===== config.mk =====
export PLATFORM = sky130hd
export DESIGN_NAME = seq_run_ctrl
export DESIGN_NICKNAME = d
export VERILOG_FILES = /design/src/rtl/seq_rc_pkg.sv /design/src/rtl/seq_rc_ctrl.sv /design/src/rtl/seq_rc_fsm.sv /design/src/rtl/seq_rc_status.sv /design/src/rtl/seq_run_ctrl.sv
export SDC_FILE = /design/constraint.sdc
export NUM_CORES = 1
export LEC_CHECK = 0
export BUFFER_PORTS_ARGS = -buffer_cell sky130_fd_sc_hd__clkbuf_2
export CAP_MARGIN = 20
export CORE_ASPECT_RATIO = 2
export CORE_MARGIN = 1
export CORE_UTILIZATION = 41
export DETAILED_ROUTE_END_ITERATION = 10
export GPL_TIMING_DRIVEN = 0
export HOLD_SLACK_MARGIN = 0.03
export PLACE_DENSITY_LB_ADDON = 0.08
export SLEW_MARGIN = 20
export SYNTH_ARGS = -nofsm -noshare
export SYNTH_HDL_FRONTEND = slang
export SYNTH_SLANG_ARGS = --single-unit
export TNS_END_PERCENT = 1

===== constraint.sdc =====
create_clock -name clk_i -period 1.7 [get_ports clk_i]
set_input_delay 0.17 -clock clk_i [delete_from_list [all_inputs] [get_ports clk_i]]
set_output_delay 0.17 -clock clk_i [all_outputs]
set_load 0.05 [all_outputs]

===== src/rtl/seq_rc_pkg.sv =====
package seq_rc_pkg;
  typedef enum logic [1:0] {ST_STOP, ST_FETCH, ST_EXEC, ST_SLEEP} run_st_e;

  localparam logic [1:0] REG_CTRL = 2'd0;
  localparam logic [1:0] REG_STAT = 2'd1;
  localparam logic [1:0] REG_PC   = 2'd2;

  localparam int CB_SW_EN  = 0;
  localparam int CB_SW_SEL = 1;
  localparam int CB_BE_DET = 2;
  localparam int CB_SRST   = 3;

  localparam int SB_DONE   = 2;
  localparam int SB_BERR   = 3;
  localparam int SB_OPERR  = 4;
  localparam int SB_STOP   = 5;
  localparam int SB_LOADED = 6;
endpackage


===== src/rtl/seq_rc_ctrl.sv =====
module seq_rc_ctrl
  import seq_rc_pkg::*;
(
  input  logic       clk_i,
  input  logic       rst_ni,
  input  logic       wr_ctrl_i,
  input  logic [3:0] wdata_i,
  input  logic       pwr_en_i,
  output logic       sw_en_o,
  output logic       sw_sel_o,
  output logic       be_det_o,
  output logic       soft_rst_o,
  output logic       en_eff_o
);
  always_ff @(posedge clk_i or negedge rst_ni) begin
    if (!rst_ni) begin
      sw_en_o    <= 1'b0;
      sw_sel_o   <= 1'b0;
      be_det_o   <= 1'b0;
      soft_rst_o <= 1'b0;
    end else begin
      soft_rst_o <= wr_ctrl_i && wdata_i[CB_SRST];
      if (wr_ctrl_i) begin
        sw_en_o  <= wdata_i[CB_SW_EN];
        sw_sel_o <= wdata_i[CB_SW_SEL];
        be_det_o <= wdata_i[CB_BE_DET];
      end
    end
  end

  assign en_eff_o = sw_sel_o ? sw_en_o : pwr_en_i;

  AST_SRST_SELF_CLEAR: assert property (@(posedge clk_i) disable iff (!rst_ni)
    (soft_rst_o && !(wr_ctrl_i && wdata_i[CB_SRST])) |=> !soft_rst_o);
  AST_SW_SEL_IGNORES_HW: assert property (@(posedge clk_i) disable iff (!rst_ni)
    sw_sel_o |-> (en_eff_o == sw_en_o));
endmodule


===== src/rtl/seq_rc_fsm.sv =====
module seq_rc_fsm
  import seq_rc_pkg::*;
#(
  parameter int PC_W = 17
) (
  input  logic            clk_i,
  input  logic            rst_ni,
  input  logic            en_eff_i,
  input  logic            soft_rst_i,
  input  logic            fetch_ack_i,
  input  logic            cmd_end_i,
  input  logic            cmd_sleep_i,
  input  logic            pc_wr_i,
  input  logic [PC_W-1:0] pc_wdata_i,
  input  logic [PC_W-1:0] base_off_i,
  output run_st_e         state_o,
  output logic [PC_W-1:0] pc_o,
  output logic            loaded_o,
  output logic            start_o,
  output logic            done_pulse_o,
  output logic            fetch_req_o
);
  run_st_e         st_q;
  logic [PC_W-1:0] pc_q;
  logic            ld_q;

  always_ff @(posedge clk_i or negedge rst_ni) begin
    if (!rst_ni) begin
      st_q <= ST_STOP;
      pc_q <= '0;
      ld_q <= 1'b0;
    end else if (soft_rst_i) begin
      st_q <= en_eff_i ? ST_FETCH : ST_STOP;
      pc_q <= base_off_i;
      ld_q <= 1'b0;
    end else begin
      unique case (st_q)
        ST_STOP: begin
          if (en_eff_i) begin
            st_q <= ST_FETCH;
            ld_q <= 1'b0;
            if (!ld_q) pc_q <= base_off_i;
          end else if (pc_wr_i) begin
            pc_q <= pc_wdata_i;
            ld_q <= 1'b1;
          end
        end
        ST_FETCH: begin
          if (fetch_ack_i) begin
            pc_q <= pc_q + PC_W'(1);
            st_q <= ST_EXEC;
          end
        end
        ST_EXEC: begin
          if (cmd_end_i) begin
            if (cmd_sleep_i)   st_q <= ST_SLEEP;
            else if (en_eff_i) st_q <= ST_FETCH;
            else               st_q <= ST_STOP;
          end
        end
        ST_SLEEP: begin
          if (!en_eff_i) st_q <= ST_STOP;
        end
        default: st_q <= ST_STOP;
      endcase
    end
  end

  assign state_o      = st_q;
  assign pc_o         = pc_q;
  assign loaded_o     = ld_q;
  assign fetch_req_o  = (st_q == ST_FETCH);
  assign start_o      = (st_q == ST_STOP) && en_eff_i && !soft_rst_i;
  assign done_pulse_o = (st_q == ST_EXEC) && cmd_end_i && cmd_sleep_i && !soft_rst_i;

  AST_REQ_HELD: assert property (@(posedge clk_i) disable iff (!rst_ni)
    (fetch_req_o && !fetch_ack_i && !soft_rst_i) |=> (fetch_req_o && $stable(pc_q)));
  AST_PC_ADVANCE: assert property (@(posedge clk_i) disable iff (!rst_ni)
    (fetch_req_o && fetch_ack_i && !soft_rst_i) |=> (pc_q == $past(pc_q) + PC_W'(1)));
  AST_NO_EARLY_STOP: assert property (@(posedge clk_i) disable iff (!rst_ni)
    ((st_q == ST_EXEC) && !cmd_end_i && !soft_rst_i) |=> (st_q == ST_EXEC));
  AST_PC_FROZEN_RUNNING: assert property (@(posedge clk_i) disable iff (!rst_ni)
    ((st_q == ST_EXEC || st_q == ST_SLEEP) && !soft_rst_i) |=> $stable(pc_q));
  AST_SLEEP_NO_FETCH: assert property (@(posedge clk_i) disable iff (!rst_ni)
    (done_pulse_o) |=> !fetch_req_o);
  AST_SRST_RELOAD: assert property (@(posedge clk_i) disable iff (!rst_ni)
    soft_rst_i |=> (pc_q == $past(base_off_i) && !ld_q));
endmodule


===== src/rtl/seq_rc_status.sv =====
module seq_rc_status (
  input  logic clk_i,
  input  logic rst_ni,
  input  logic clr_i,
  input  logic done_set_i,
  input  logic berr_set_i,
  input  logic operr_set_i,
  output logic done_o,
  output logic berr_o,
  output logic operr_o
);
  always_ff @(posedge clk_i or negedge rst_ni) begin
    if (!rst_ni) begin
      done_o  <= 1'b0;
      berr_o  <= 1'b0;
      operr_o <= 1'b0;
    end else if (clr_i) begin
      done_o  <= 1'b0;
      berr_o  <= 1'b0;
      operr_o <= 1'b0;
    end else begin
      done_o  <= done_o  | done_set_i;
      berr_o  <= berr_o  | berr_set_i;
      operr_o <= operr_o | operr_set_i;
    end
  end

  AST_FLAGS_STICKY: assert property (@(posedge clk_i) disable iff (!rst_ni)
    ((berr_o || operr_o) && !clr_i) |=> (berr_o || operr_o));
  AST_DONE_SET: assert property (@(posedge clk_i) disable iff (!rst_ni)
    (done_set_i && !clr_i) |=> done_o);
endmodule


===== src/rtl/seq_run_ctrl.sv =====
module seq_run_ctrl
  import seq_rc_pkg::*;
#(
  parameter int          PC_HI    = 18,
  parameter logic [31:0] WIN_BASE = 32'h2000_0000
) (
  input  logic              clk_i,
  input  logic              rst_ni,
  input  logic              reg_we_i,
  input  logic [1:0]        reg_addr_i,
  input  logic [31:0]       reg_wdata_i,
  output logic [31:0]       reg_rdata_o,
  input  logic [PC_HI-2:0]  base_off_i,
  input  logic              pwr_en_i,
  output logic              fetch_req_o,
  output logic [31:0]       fetch_addr_o,
  input  logic              fetch_ack_i,
  input  logic              cmd_end_i,
  input  logic              cmd_sleep_i,
  input  logic              bus_err_i,
  input  logic              op_err_i,
  output logic              done_pulse_o
);
  localparam int PC_W = PC_HI - 1;

  logic            sw_en, sw_sel, be_det, soft_rst, en_eff;
  logic            wr_ctrl, wr_pc;
  run_st_e         state;
  logic [PC_W-1:0] pc;
  logic            loaded, start;
  logic            f_done, f_berr, f_operr, stopped;

  assign wr_ctrl = reg_we_i && (reg_addr_i == REG_CTRL);
  assign wr_pc   = reg_we_i && (reg_addr_i == REG_PC);

  seq_rc_ctrl u_ctrl (
    .clk_i      (clk_i),
    .rst_ni     (rst_ni),
    .wr_ctrl_i  (wr_ctrl),
    .wdata_i    (reg_wdata_i[3:0]),
    .pwr_en_i   (pwr_en_i),
    .sw_en_o    (sw_en),
    .sw_sel_o   (sw_sel),
    .be_det_o   (be_det),
    .soft_rst_o (soft_rst),
    .en_eff_o   (en_eff)
  );

  seq_rc_fsm #(.PC_W(PC_W)) u_fsm (
    .clk_i        (clk_i),
    .rst_ni       (rst_ni),
    .en_eff_i     (en_eff),
    .soft_rst_i   (soft_rst),
    .fetch_ack_i  (fetch_ack_i),
    .cmd_end_i    (cmd_end_i),
    .cmd_sleep_i  (cmd_sleep_i),
    .pc_wr_i      (wr_pc),
    .pc_wdata_i   (reg_wdata_i[PC_HI:2]),
    .base_off_i   (base_off_i),
    .state_o      (state),
    .pc_o         (pc),
    .loaded_o     (loaded),
    .start_o      (start),
    .done_pulse_o (done_pulse_o),
    .fetch_req_o  (fetch_req_o)
  );

  seq_rc_status u_status (
    .clk_i       (clk_i),
    .rst_ni      (rst_ni),
    .clr_i       (start || soft_rst),
    .done_set_i  (done_pulse_o),
    .berr_set_i  (bus_err_i && be_det),
    .operr_set_i (op_err_i),
    .done_o      (f_done),
    .berr_o      (f_berr),
    .operr_o     (f_operr)
  );

  assign stopped      = (state == ST_STOP);
  assign fetch_addr_o = WIN_BASE | (32'(pc) << 2);

  always_comb begin
    reg_rdata_o = '0;
    unique case (reg_addr_i)
      REG_CTRL: begin
        reg_rdata_o[CB_SW_EN]  = sw_en;
        reg_rdata_o[CB_SW_SEL] = sw_sel;
        reg_rdata_o[CB_BE_DET] = be_det;
        reg_rdata_o[CB_SRST]   = soft_rst;
      end
      REG_STAT: begin
        reg_rdata_o[SB_DONE]   = f_done;
        reg_rdata_o[SB_BERR]   = f_berr;
        reg_rdata_o[SB_OPERR]  = f_operr;
        reg_rdata_o[SB_STOP]   = stopped;
        reg_rdata_o[SB_LOADED] = loaded;
      end
      REG_PC:  reg_rdata_o = fetch_addr_o;
      default: reg_rdata_o = '0;
    endcase
  end

  AST_LOAD_ONLY_STOPPED: assert property (@(posedge clk_i) disable iff (!rst_ni)
    (!loaded && !stopped) |=> !loaded);
  AST_START_CLEARS: assert property (@(posedge clk_i) disable iff (!rst_ni)
    start |=> !(loaded || f_done || f_berr || f_operr));
  AST_ADDR_IN_WINDOW: assert property (@(posedge clk_i) disable iff (!rst_ni)
    ((fetch_addr_o & ~(32'((64'd1 << (PC_HI + 1)) - 1))) == (WIN_BASE & ~(32'((64'd1 << (PC_HI + 1)) - 1)))));
endmodule


==> flow_metrics.env <==
export IMPL_status="finished with violations"
export IMPL_violations="setup timing"
export IMPL_vias_per_cell=5.371
export IMPL_ioPinCount=126
export IMPL_synth_seq_area_share_pct=29.77
export IMPL_ys_top_cells_by_count="buf_4 (30), dfrtp_1 (27), a21oi_1 (25)"
export IMPL_finalCriticalPeriod_ns=1.720
export IMPL_worst_slew_pin_slew_ns=0.7471
export IMPL_antenna_cells=0
export IMPL_cp_max_fo=8
export IMPL_post_synth_top_count_cell="buf_4"
export IMPL_critical_path_required_ns=1.89
export IMPL_hold_path_class="in -> reg"
export IMPL_whs_ns=0.1012
export IMPL_synthXorXnorAreaFrac_pct=0.3859
export IMPL_start_kind="register"
export IMPL_switching_power_uw=3171
export IMPL_combPwrFrac_pct=68.9
export IMPL_start_util_pct=42.24
export IMPL_dpl_hpwl_mm=5.281
export IMPL_fmax_ghz=0.5815
export IMPL_grt_usage_pct=24.62
export IMPL_cts_max_path_buffers=2
export IMPL_vias=2460
export IMPL_grt_pass1_vias=2285
export IMPL_setup_viol_count_final=1
export IMPL_dpl_cell_count=445
export IMPL_synth_largest_area_cell="dfrtp_1"
export IMPL_nNetsFinal=464
export IMPL_synth_ff_type="dfrtp_1"
export IMPL_grt_pass1_wl_mm=10.51
export IMPL_core_area_um2=5373
export IMPL_swShare_pct=57.08
export IMPL_drt_pass1_iter_count=4
export IMPL_synth_edf_count=0
export IMPL_synthesis_instances=275
export IMPL_synth_area_um2=2270
export IMPL_die_y_um=107.2
export IMPL_synthArstFlopShare_pct=100.0
export IMPL_avgSynthCellArea_um2=8.253
export IMPL_gp_congestion=0.8947
export IMPL_p_leak_uw=0.001550
export IMPL_final_area_um2=3138
export IMPL_portBuffers=85
export IMPL_drc=0
export IMPL_clkPwrFrac_pct=7.3
export IMPL_ys_warn_count=0
export IMPL_synth_top_family_by_area="compound AO/OA/AOI/OAI gates"
export IMPL_final_cells=458
export IMPL_numCtsBuffers=3
export IMPL_die_width_um=54.61
export IMPL_relSlewSlack_pct=50.19
export IMPL_period_share_pct=101.2
export IMPL_synth_top_cell_area_share_pct=29.77
export IMPL_die_area_um2=5855
export IMPL_skew_ns=0.01108
export IMPL_power_density_nw_per_um2=1770
export IMPL_grt_overflow=0
export IMPL_hold_viol=0
export IMPL_worstPathArrival_ns=1.91
export IMPL_synthAdderAreaFrac_pct=2.756
export IMPL_setup_ws_ns=-0.01962
export IMPL_cts_sinks=27
export IMPL_drive_gt1_share_pct=42.71
export IMPL_synth_seq_cells=27
export IMPL_maxSlewViolCount=0
export IMPL_synth_simple_area_share_pct=23.15
export IMPL_synthMuxAreaShare_pct=2.867
export IMPL_first_iter_violations=75
export IMPL_clk_latency_ns=0.29
export IMPL_crit_type="reg -> reg"
export IMPL_seq_power_share_pct=23.8
export IMPL_syn_to_final_growth_pct=38.26
export IMPL_grt_setup_unrepaired="yes"
export IMPL_post_dp_cell_area_um2=2869
export IMPL_antenna_found_initial=0
export IMPL_grt_max_degree=28
export IMPL_synth_area_leaders="dfrtp_1 (30%), buf_4 (9.9%), a21oi_1 (5.5%)"
export IMPL_drv_cap=0
export IMPL_path_clk_slew_ns=0.11
export IMPL_p_total_uw=5555
export IMPL_h_tree_depth=1
export IMPL_cts_tree="yes"
export IMPL_finish_utilization_pct=58.41
export IMPL_wirelength_mm=6.925
export IMPL_internal_power_uw=2384
export IMPL_cp_end_kind="register"
export IMPL_wire_per_inst_um=15.12
export IMPL_synth_compound_area_share_pct=26.13
export IMPL_synthDistinctLibCells=54
export IMPL_peakVddDrop_v=0.001208
export IMPL_drtAntennaViolNets=0
export IMPL_root_buffer="clkbuf_8"
export IMPL_row_count=38
[worst paths after layout]
kind,end,start,cells after the start,slack [ns]
setup / recovery,u_fsm.pc_o[8]$_DFFE_PN0P_,u_fsm.state_o[1]$_DFFE_PN0P_,8,-0.02
max in group asynchronous,u_fsm.pc_o[10]$_DFFE_PN0P_,rst_ni,2,0.69
hold reg to reg,u_status.berr_o$_DFF_PN0_,u_status.berr_o$_DFF_PN0_,2,0.51
min in group asynchronous,u_fsm.pc_o[7]$_DFFE_PN0P_,rst_ni,2,0.47
setup reg to reg,u_fsm.pc_o[8]$_DFFE_PN0P_,u_fsm.state_o[1]$_DFFE_PN0P_,8,-0.02
hold / removal,u_status.operr_o$_DFF_PN0_,op_err_i,3,0.10
[cell usage in the layout, fill, tap and decap left out, types with 3 or more instances in the layout]
cell type / Yosys / routed
and2_1: 15 / 15
o31a_1: 3 / 3
clkbuf_8: 0 / 4
nand4_1: 4 / 4
a22oi_1: 7 / 6
clkbuf_4: 0 / 3
inv_1: 6 / 6
o21ai_0: 8 / 7
ha_1: 5 / 3
nor2b_1: 3 / 3
nor3_4: 1 / 3
dfrtp_2: 0 / 4
nor2_1: 18 / 17
clkbuf_2: 0 / 83
nand2b_1: 3 / 3
mux2_2: 4 / 4
nand3_1: 11 / 11
a21oi_1: 25 / 23
o221ai_1: 3 / 3
a31oi_1: 7 / 7
a22o_1: 4 / 4
conb_1: 2 / 27
dfrtp_1: 27 / 23
buf_6: 3 / 4
nand2_1: 18 / 18
o21ai_1: 14 / 14
buf_4: 30 / 41
[layout make-up]
cell class	instances	area, um2
Multi-Input combinational cell	222	1441
Timing Repair Buffer	96	536.8
Clock buffer	3	41.29
Sequential cell	27	680.7
Inverter	8	32.53
Fill cell	548	2235
Clock inverter	1	7.507
Tap cell	60	75.07
Buffer	41	322.8
[per-layer routing]
metal	share of wire (%)	track usage [%]	up-vias
li1	-	-	1202
met1	37	25.45	1153
met2	57	43.89	91
met3	4.1	1.986	14
met4	2.8	15.20	0
met5	0	0	-
[worst max-delay path, cell delays in order, from the launching register on]
cell and delay, ns:
dfrtp_1 0.40, nand2b_1 0.16, buf_6 0.14, inv_4 0.07, buf_8 0.12, nand2_4 0.09, or4_1 0.48, o221ai_1 0.08
a2bb2oi_1 0.08
[power by group through the flow]
stage | clock network, uW | logic (uW) | registers (uW)
floorplan | 0 | 2070 | 1880
global placement | 0 | 3440 | 1310
detailed placement | 0 | 3480 | 1320
CTS | 407 | 3730 | 1320
global route | 427 | 4090 | 1360
finish | 406 | 3830 | 1320
[flip-flops by register name, indices dropped and copies added (netlist names)]
register	flops
u_fsm.loaded_o	1
u_fsm.state_o	2
u_ctrl.sw_sel_o	1
u_ctrl.be_det_o	1
u_fsm.pc_o	17
u_status.operr_o	1
u_status.done_o	1
u_status.berr_o	1
u_ctrl.soft_rst_o	1
u_ctrl.sw_en_o	1
[repair_timing]
action / 4_1_cts / 5_1_grt
hold buffers: 1 / 0
hold endpoints to repair: 27 / 0
resized for setup: 28 / 14
buffers inserted: 7 / 3
setup endpoints to repair: 29 / 30
pin swaps: 6 / 1
[cell families after synthesis]
kind of cell | count (synthesis)
other | 2
DFF | 27
AOI/OAI and AO/OA | 90
and+or+nand+nor | 93
muxes | 6
buffers and inverters | 51
adders and majority gates | 5
xor gates and xnor gates | 1
[per-stage QoR]
stage,TNS (ns),setup slack [ns]
finish,-0.01962,-0.01962
global route,-1.050,-0.08673
CTS,-0.3723,-0.05114
detailed placement,-5.055,-0.3072
global placement,-4.110,-0.2542
floorplan,-5.024,-0.3164
Note: power is estimated with default switching activity, not from simulation.
